==> src/rtl/i2cp_pkg.sv <==
package i2cp_pkg;
  typedef enum logic [3:0] {
    S_IDLE, S_ADDR, S_AACK, S_MAP, S_MACK, S_WDAT, S_WACK, S_RDAT, S_RACK
  } st_t;
  localparam logic [5:0] DEV_HI = 6'b001100;
  localparam int PTR_AW = 7;
endpackage

==> src/rtl/i2cp_line_sync.sv <==
module i2cp_line_sync #(
  parameter int SYNC_STAGES = 2
) (
  input  logic clk,
  input  logic rst,
  input  logic scl_in,
  input  logic sda_in,
  output logic scl_q,
  output logic sda_q,
  output logic scl_rise,
  output logic scl_fall,
  output logic start_det,
  output logic stop_det
);
  logic [SYNC_STAGES-1:0] scl_sr, sda_sr;
  logic scl_p, sda_p;

  always_ff @(posedge clk) begin
    if (rst) begin
      scl_sr <= '1;
      sda_sr <= '1;
      scl_p  <= 1'b1;
      sda_p  <= 1'b1;
    end else begin
      scl_sr <= {scl_sr[SYNC_STAGES-2:0], scl_in};
      sda_sr <= {sda_sr[SYNC_STAGES-2:0], sda_in};
      scl_p  <= scl_sr[SYNC_STAGES-1];
      sda_p  <= sda_sr[SYNC_STAGES-1];
    end
  end

  assign scl_q     = scl_sr[SYNC_STAGES-1];
  assign sda_q     = sda_sr[SYNC_STAGES-1];
  assign scl_rise  = scl_q & ~scl_p;
  assign scl_fall  = ~scl_q & scl_p;
  assign start_det = scl_q & scl_p & sda_p & ~sda_q;
  assign stop_det  = scl_q & scl_p & ~sda_p & sda_q;
endmodule

==> src/rtl/i2cp_regbank.sv <==
module i2cp_regbank #(
  parameter int NREG = 8,
  parameter int DW = 8,
  parameter int AW = 7,
  parameter logic [7:0] RST_SEED = 8'hA0
) (
  input  logic            clk,
  input  logic            rst,
  input  logic            wr_en,
  input  logic [AW-1:0]   wr_addr,
  input  logic [DW-1:0]   wr_data,
  input  logic [AW-1:0]   rd_addr,
  output logic [DW-1:0]   rd_data,
  output logic [NREG*DW-1:0] regs_flat
);
  localparam int IW = (NREG > 1) ? $clog2(NREG) : 1;
  logic [DW-1:0] regs [NREG];

  for (genvar g = 0; g < NREG; g++) begin : g_reg
    always_ff @(posedge clk) begin
      if (rst) regs[g] <= DW'(RST_SEED) | DW'(g);
      else if (wr_en && wr_addr == AW'(g)) regs[g] <= wr_data;
    end
    assign regs_flat[g*DW +: DW] = regs[g];
  end

  assign rd_data = (rd_addr < AW'(NREG)) ? regs[rd_addr[IW-1:0]] : '0;

  AST_WR_LANDS: assert property (@(posedge clk) disable iff (rst)
    (wr_en && wr_addr < AW'(NREG)) |=> regs[$past(wr_addr[IW-1:0])] == $past(wr_data));
  AST_WR_OUT_RANGE: assert property (@(posedge clk) disable iff (rst)
    (wr_en && wr_addr >= AW'(NREG)) |=> $stable(regs_flat));
endmodule

==> src/rtl/i2cp_slave.sv <==
module i2cp_slave
  import i2cp_pkg::*;
#(
  parameter int NREG = 8,
  parameter logic [7:0] MAP_RESET = 8'h01,
  parameter logic [7:0] RST_SEED = 8'hA0,
  parameter int SYNC_STAGES = 2
) (
  input  logic clk,
  input  logic rst,
  input  logic scl_in,
  input  logic sda_in,
  input  logic addr_strap,
  output logic sda_oe,
  output logic [NREG*8-1:0] regs_flat
);
  localparam int AW = PTR_AW;
  localparam int LAST = NREG - 1;

  logic scl_q, sda_q, scl_rise, scl_fall, start_det, stop_det;
  st_t st;
  logic [3:0] cnt;
  logic [7:0] sr;
  logic [6:0] tx;
  logic [7:0] map_q;
  logic rw_q, oe_q, mack_q;
  logic [AW-1:0] nxt_ptr, rd_addr;
  logic [7:0] rd_data;
  logic byte_end, addr_match, wr_en, step;

  i2cp_line_sync #(.SYNC_STAGES(SYNC_STAGES)) i_sync (
    .clk(clk), .rst(rst), .scl_in(scl_in), .sda_in(sda_in),
    .scl_q(scl_q), .sda_q(sda_q), .scl_rise(scl_rise), .scl_fall(scl_fall),
    .start_det(start_det), .stop_det(stop_det)
  );

  assign byte_end   = scl_fall && cnt == 4'd8;
  assign addr_match = sr[7:1] == {DEV_HI, addr_strap};
  assign nxt_ptr    = (map_q[6:0] >= AW'(LAST)) ? AW'(1) : map_q[6:0] + AW'(1);
  assign rd_addr    = (st == S_RACK && map_q[7]) ? nxt_ptr : map_q[6:0];
  assign wr_en      = (st == S_WDAT) && byte_end && !start_det && !stop_det;
  assign step       = map_q[7] && !start_det && !stop_det &&
                      ((st == S_WDAT && byte_end) || (st == S_RACK && scl_fall && mack_q));

  i2cp_regbank #(.NREG(NREG), .DW(8), .AW(AW), .RST_SEED(RST_SEED)) i_bank (
    .clk(clk), .rst(rst), .wr_en(wr_en), .wr_addr(map_q[6:0]), .wr_data(sr),
    .rd_addr(rd_addr), .rd_data(rd_data), .regs_flat(regs_flat)
  );

  always_ff @(posedge clk) begin
    if (rst) begin
      st <= S_IDLE; cnt <= '0; sr <= '0; tx <= '0;
      map_q <= MAP_RESET; rw_q <= 1'b0; oe_q <= 1'b0; mack_q <= 1'b0;
    end else if (stop_det) begin
      st <= S_IDLE; oe_q <= 1'b0;
    end else if (start_det) begin
      st <= S_ADDR; cnt <= '0; oe_q <= 1'b0;
    end else begin
      if (scl_rise) begin
        sr <= {sr[6:0], sda_q};
        if (cnt != 4'd8) cnt <= cnt + 4'd1;
        if (st == S_RACK) mack_q <= ~sda_q;
      end
      case (st)
        S_ADDR: if (byte_end) begin
          if (addr_match) begin
            oe_q <= 1'b1; rw_q <= sr[0]; st <= S_AACK;
          end else st <= S_IDLE;
        end
        S_AACK: if (scl_fall) begin
          cnt <= '0;
          if (rw_q) begin
            tx <= rd_data[6:0]; oe_q <= ~rd_data[7]; st <= S_RDAT;
          end else begin
            oe_q <= 1'b0; st <= S_MAP;
          end
        end
        S_MAP: if (byte_end) begin
          map_q <= sr; oe_q <= 1'b1; st <= S_MACK;
        end
        S_MACK, S_WACK: if (scl_fall) begin
          oe_q <= 1'b0; cnt <= '0; st <= S_WDAT;
        end
        S_WDAT: if (byte_end) begin
          oe_q <= 1'b1; st <= S_WACK;
          if (map_q[7]) map_q <= {map_q[7], nxt_ptr};
        end
        S_RDAT: if (scl_fall) begin
          if (cnt == 4'd8) begin
            oe_q <= 1'b0; cnt <= '0; st <= S_RACK;
          end else begin
            oe_q <= ~tx[6]; tx <= {tx[5:0], 1'b0};
          end
        end
        S_RACK: if (scl_fall) begin
          cnt <= '0;
          if (mack_q) begin
            if (map_q[7]) map_q <= {map_q[7], nxt_ptr};
            tx <= rd_data[6:0]; oe_q <= ~rd_data[7]; st <= S_RDAT;
          end else begin
            oe_q <= 1'b0; st <= S_IDLE;
          end
        end
        default: ;
      endcase
    end
  end

  assign sda_oe = oe_q;

  AST_OE_SCL_LOW: assert property (@(posedge clk) disable iff (rst)
    !$stable(oe_q) |-> $past(!scl_q || start_det || stop_det));
  AST_ADDR_MISS: assert property (@(posedge clk) disable iff (rst)
    (st == S_ADDR && byte_end && !addr_match && !start_det && !stop_det)
      |=> (st == S_IDLE && !oe_q));
  AST_STOP_IDLE: assert property (@(posedge clk) disable iff (rst)
    stop_det |=> (st == S_IDLE && !oe_q));
  AST_PTR_WRAP: assert property (@(posedge clk) disable iff (rst)
    (step && map_q[6:0] >= AW'(LAST)) |=> map_q[6:0] == AW'(1));
  AST_NACK_RELEASE: assert property (@(posedge clk) disable iff (rst)
    (st == S_RACK && scl_fall && !mack_q && !start_det && !stop_det)
      |=> (!oe_q && st == S_IDLE));
endmodule

==> config.mk <==
export PLATFORM = sky130hd
export DESIGN_NAME = i2cp_slave
export DESIGN_NICKNAME = d
export VERILOG_FILES = /design/src/rtl/i2cp_pkg.sv /design/src/rtl/i2cp_line_sync.sv /design/src/rtl/i2cp_regbank.sv /design/src/rtl/i2cp_slave.sv
export SDC_FILE = /design/constraint.sdc
export NUM_CORES = 1
export LEC_CHECK = 0
export BUFFER_PORTS_ARGS = -buffer_cell sky130_fd_sc_hd__buf_2
export CORE_ASPECT_RATIO = 0.7
export CORE_MARGIN = 5
export CORE_UTILIZATION = 45
export DETAILED_ROUTE_END_ITERATION = 10
export SLEW_MARGIN = 20
export SYNTH_ARGS = -nofsm -noshare
export SYNTH_HDL_FRONTEND = slang
export SYNTH_SLANG_ARGS = --single-unit
==> constraint.sdc <==
create_clock -name clk -period 6.7 [get_ports clk]
set_input_delay 1.005 -clock clk [delete_from_list [all_inputs] [get_ports clk]]
set_output_delay 1.005 -clock clk [all_outputs]
set_load 0.01 [all_outputs]
### Word level (Yosys, flattened, before mapping)

Memory sizes are Yosys's and may differ from the RTL's.
Index checks and enable logic that the tools add are counted.

| word-level totals | value |
|---|---|
| bits in registers | 40 |
| memory bits (writable) | 64 |
| input port bits | 5 |
| output and inout port bits | 65 |
| memories | 1 |

Memory list:

| name | words | width | read ports | clocked after memory_dff | wr ports | line | source |
|---|---|---|---|---|---|---|---|
| i_bank.regs | 8 | 8 | 9 | 0 | 8 | i2cp_regbank.sv:17 | `logic [DW-1:0] regs [NREG];` |

| cells by class | value |
|---|---|
| $add $sub $neg | 2 |
| order comparisons | 2 |
| eq/ne operators | 39 |
| multiplexer cells | 81 |
| bitwise operators | 23 |
| reductions and logical operators | 34 |

Operators with widths:

| operator | number |
|---|---|
| $mux 8 | 14 |
| $mux 4 | 14 |
| $mux 7 | 8 |
| $mux 1 | 37 |
| $eq 7x3->1 const B | 4 |
| $pmux 4 s7 | 1 |
| $reduce_and 9->1 | 3 |
| $ne 2x2->1 const B | 12 |
| $ne 3x3->1 const B | 8 |
| $pmux 8 s3 | 1 |
| $pmux 7 s3 | 1 |
| $eq 4x3->1 const B | 4 |
| $eq 7x2->1 const B | 2 |
| $logic_and 1x1->1 | 13 |
| $eq 4x2->1 const B | 2 |
| $eq 4x4->1 const B | 2 |
| $not 1->1 | 8 |
| $or 1x1->1 | 8 |
| $pmux 4 s2 | 1 |
| $reduce_and 8->1 | 1 |
| $reduce_bool 8->1 | 1 |
| $add 7x1->7 const B | 1 |
| $and 1x1->1 | 7 |
| $eq 7x1->1 const B | 1 |
| other kinds (22) | 27 |

### Longest topological paths before layout

| depth | value |
|---|---|
| depth in word-level cells | 11 |
| mapped depth | 10 |
| depth with buffers taken out | 8 |

### Hierarchy

Synthesis repeated with hierarchy kept, for this count alone.

| unflattened totals | value |
|---|---|
| cell total of the unflattened synthesis | 482 |
| area, all modules | 5,153.7 um^2 |

Modules (own cells, without submodules):

| module | times used | cells each | area each (um^2) |
|---|---|---|---|
| i2cp_regbank | 1 | 225 | 3,004.1 |
| i2cp_slave | 1 | 241 | 1,959.4 |
| i2cp_line_sync | 1 | 16 | 190.2 |

### Worst setup path before layout

No wires, ideal clock.

| timing | value |
|---|---|
| kind | input -> register |
| from | in rst |
| to | mem i_bank.regs[0][0] (enable) |
| setup time | 0.375 ns |
| data arrival time | 2.075 ns |
| required time | 6.325 ns |
| slack | 4.251 ns |
| stages | 4 |
| path buffers | 3 |
| cells stage by stage | clkbuf_1 clkbuf_1 clkbuf_1 o21bai_1 |

RTL lines:

| element | line | source |
|---|---|---|
| start: declaration | i2cp_slave.sv:10 | `input logic rst,` |
| end: declaration | i2cp_regbank.sv:17 |  |

### Final worst setup path

| timing | value |
|---|---|
| from | reg st[3] |
| to | reg tx[2] |

| between the ends | value |
|---|---|
| word-level cells in the longest chain between the ends | 8 |
| elaborated cells on any way between the ends | 21 |
| classes of those cells | 1 x order compare; 9 x eq/ne; 7 x mux; 3 x reduce/logical; 1 x memory |

RTL lines:

| element | line | source |
|---|---|---|
| start: declaration | i2cp_slave.sv:21 | `st_t st;` |
| start signal: assignment | i2cp_slave.sv:52 | `st <= S_IDLE; cnt <= '0; sr <= '0; tx <= '0;` |
| start signal: assignment | i2cp_slave.sv:55 | `st <= S_IDLE; oe_q <= 1'b0;` |
| start signal: assignment | i2cp_slave.sv:57 | `st <= S_ADDR; cnt <= '0; oe_q <= 1'b0;` |
| $eq 4x4->1 | i2cp_slave.sv:40, i2cp_slave.sv:64 |  |
| $logic_and 1x1->1 | i2cp_slave.sv:40 | `assign rd_addr = (st == S_RACK && map_q[7]) ? nxt_ptr : map_q[6:0];` |
| $mux 7 | i2cp_slave.sv:40 |  |
| $lt 7x4->1 / $mem_v2 8x8 (equally long branches) | n/a |  |
| $mux 8 | i2cp_regbank.sv:27 | `assign rd_data = (rd_addr < AW'(NREG)) ? regs[rd_addr[IW-1:0]] : '0;` |
| $mux 7 (on tied branches) | i2cp_slave.sv:97, i2cp_slave.sv:72 |  |
| $mux 7 (on tied branches) | i2cp_slave.sv:95, i2cp_slave.sv:70 |  |
| $pmux 7 s3 | i2cp_slave.sv:64 | `case (st)` |
| end signal: assignment | i2cp_slave.sv:92 | `oe_q <= ~tx[6]; tx <= {tx[5:0], 1'b0};` |
| end: declaration | i2cp_slave.sv:24 | `logic [6:0] tx;` |

Parallel ways exist; a longest one is shown, timed or not. The select of a mux whose other input is x is not followed.
A chain may end at the register's enable or synchronous reset.

==> summary.md <==
| Metric | Value |
|---|---|
| Status | `finished clean` |
| Slew @ Worst Pin | `1040 ps` |
| GR Util met2 | `34.9%` |
| Element type at the critical path start | `register` |
| Multi-input logic area | `2840 um^2` |
| Final Util | `51.6%` |
| Worst setup margin | `2790 ps` |
| Design Area, Final | `6450 um^2` |
| Critical path endpoint category | `register` |
| Final setup violation count | `0` |
| Top Usage Layer GRT | `met1` |
| Port Buffer Count | `69` |
| RSZ-0062 raised after global routing | `false` |
| Overflow left after global routing | `0` |
| Hold path start | `i_sync.scl_sr[0]` |
| CP Cell Sequence | `nor3b_2, nand2_1, a22o_1, a221o_1, a21oi_1, o22ai_1` |
| Count of state elements after synthesis | `104` |
| Post-Synthesis Cell Area | `5780 um^2` |
| Area of the core | `12,500 um^2` |
| Initial core utilization | `46.2%` |
| Placed instance area | `6170 um^2` |
| Clk sinks | `104` |
| Grt met3 use | `5.84%` |
| Vias/cell | `6.35` |
| Post-CTS Setup Bufs | `0` |
| CP max stage delay | `910 ps` |
| Dpl ws | `2920 ps` |
| Finished Layout Cells | `823` |
| Crit path DAT | `4130 ps` |
| GP Congestion | `0.913` |
| Overall routed net length | `18,900 um` |
| Most frequent cells in the layout | `93 x nand2_1, 69 x buf_2, 64 x edfxtp_1` |
| Number of global-route vias before repair | `4,837` |
| Async S/R FF share, synth | `0%` |
| Full die area | `15,200 um^2` |
| Largest net degree at the start of global routing | `60` |
| CTS Buf Count | `9` |
| CTS Root Cell | `clkbuf_16` |
| First-pass GRT wire length | `28,900 um` |
| Leak pwr | `2.18 nW` |
| Fmax | `0.256 GHz` |
| Io pins | `70` |
| Synth warnings | `0` |
| Most common flop cell mapped by yosys | `edfxtp_1` |
| Initial DRC Count | `645` |
| Tot Pwr | `1.27 mW` |
| Max Cap Viol | `0` |
| N_diodes | `0` |
| Peak supply drop | `125 uV` |
| Post-Synthesis Cells | `620` |
| Initial antenna violation count | `0` |
| Req. time, crit path | `6920 ps` |
| Post-DP HPWL | `13,200 um` |
| TNS Setup | `0 ps` |
| P&R area growth vs syn | `11.6%` |
| Register area share after synthesis | `47.1%` |
| Residual DRC count | `0` |
| Clock skew | `11.4 ps` |
| Most common cell after layout, fill and taps aside | `nand2_1` |
| Worst Hold Class | `register to register` |
| Syn_area_per_cell | `9.32 um^2` |
| # fillers | `1,150` |
| Setup Crit Path Kind | `register to register` |
| DRT antenna net count | `0` |
| H-tree lvl count | `3` |
| Post-synth EDFFs | `64` |
| Fin. max-slew vios | `0` |
| M1 GR Usage | `36.0%` |
| Share of cells above drive strength 1 | `16.3%` |
| Final Net Count | `667` |
| Syn Nets | `631` |
| Final period util | `58.4%` |
| Max FO, Critical Path | `26` |
| Top delay family on crit path | `simple AND/OR/NAND/NOR gates` |
| Rel. slew slack | `30.8%` |
| Clock period minus worst slack | `3910 ps` |
| Hold-fix buffers, CTS | `0` |
| Post_cts resized | `0` |
| Via Count | `5,226` |
| Count of cell types in the netlist | `73` |
| Buf/Inv on CP | `0` |
| Die height | `105 um` |
| Die Wd | `145 um` |
| CTS tree | `yes` |
| Power per cell area | `196 nW/um^2` |
| Register area | `2720 um^2` |
| First-pass DRT Iterations | `5` |
| Worst-Skew Late Latency | `350 ps` |
| Worst path slowest cell | `nor3b_2` |
| FF-to-FF Start | `st[3]` |
| Hold slack final | `412 ps` |
| Gr usage total | `24.1%` |
| Crit path launch | `st[3]` |
| Avg WL per Cell | `22.9 um` |
| Hold Violations, Final | `0` |
| Clock slew at reported path FFs | `80 ps` |
| Rows | `34` |
| Dpl cells | `807` |
| Clk buf depth | `2` |
-- cell type report --
cell class	count	share of cell area [%]
clock inverters	6	0.795
well taps	162	3.14
repair buffers	73	5.82
clock buffers	10	3.55
multi-input cells	459	44.0
inverters	9	0.524
flip-flops and latches	104	42.2
-- synth_stat cells (all sizes together), types with 8 or more instances --
cell type  count  area [um^2]
or2            8         50.1
nor2          26         97.6
nand2         93          349
clkbuf        42          158
a31oi         16          100
nand4          9         56.3
and2          36          225
a21oi         35          179
nand2b        27          169
nor2b         10         62.6
o221ai         8         70.1
nor4          13         87.6
o21bai         8         60.1
nor3          16         85.1
nand3         10         50.1
edfxtp        64         1920
mux2i         13          130
o21ai         16         83.8
a211oi        16          125
o2111ai        9         78.8
dfxtp         40          801
and3          16          100
-- power breakdown --
| part | leakage, nW | switching, mW | total [mW] | internal (mW) |
|---|---|---|---|---|
| sequential | 0.884 | 0.0120 | 0.698 | 0.686 |
| clock | 0.133 | 0.261 | 0.520 | 0.259 |
| combinational | 1.16 | 0.0322 | 0.0488 | 0.0166 |
| total | 2.18 | 0.305 | 1.27 | 0.962 |
-- routing by layer --
layer	share of wire, %	up-vias	routed length, um
met5	0	-	0
met4	2.1	0	390
met1	46	2545	8720
met3	9.3	28	1760
li1	-	2384	-
met2	42	269	8020
-- cells by family (layout without fill, tap and decap cells) --
kind of cell               count (synthesis)  in the layout  synth area share, %
AOI/OAI and AO/OA                        159            159                 19.8
xor gates and xnor gates                   2              2                0.303
adders and majority gates                  6              6                 1.30
buffers and inverters                     57             98                 3.92
DFF                                      104            104                 47.1
muxes                                     13             13                 2.25
and+or+nand+nor                          279            279                 25.3
-- state kept, by name (all words and copies together) (netlist names) --
| register | count |
|---|---|
| mack_q | 1 |
| i_sync.sda_sr | 2 |
| rw_q | 1 |
| i_sync.scl_p | 1 |
| i_bank.regs | 64 |
| tx | 7 |
| st | 4 |
| sda_oe | 1 |
| i_sync.sda_p | 1 |
| cnt | 4 |
| i_sync.scl_sr | 2 |
| sr | 8 |
| map_q | 8 |
-- final timing paths --
kind                                         end  slack [ps]  depth (start not counted)
worst max-delay path                       tx[2]        2790                          6
worst min-delay path            i_sync.scl_sr[1]         410                          1
worst max register to register             tx[2]        2790                          6
worst min register to register  i_sync.scl_sr[1]         410                          1
Power figures use the tool's default switching activity.
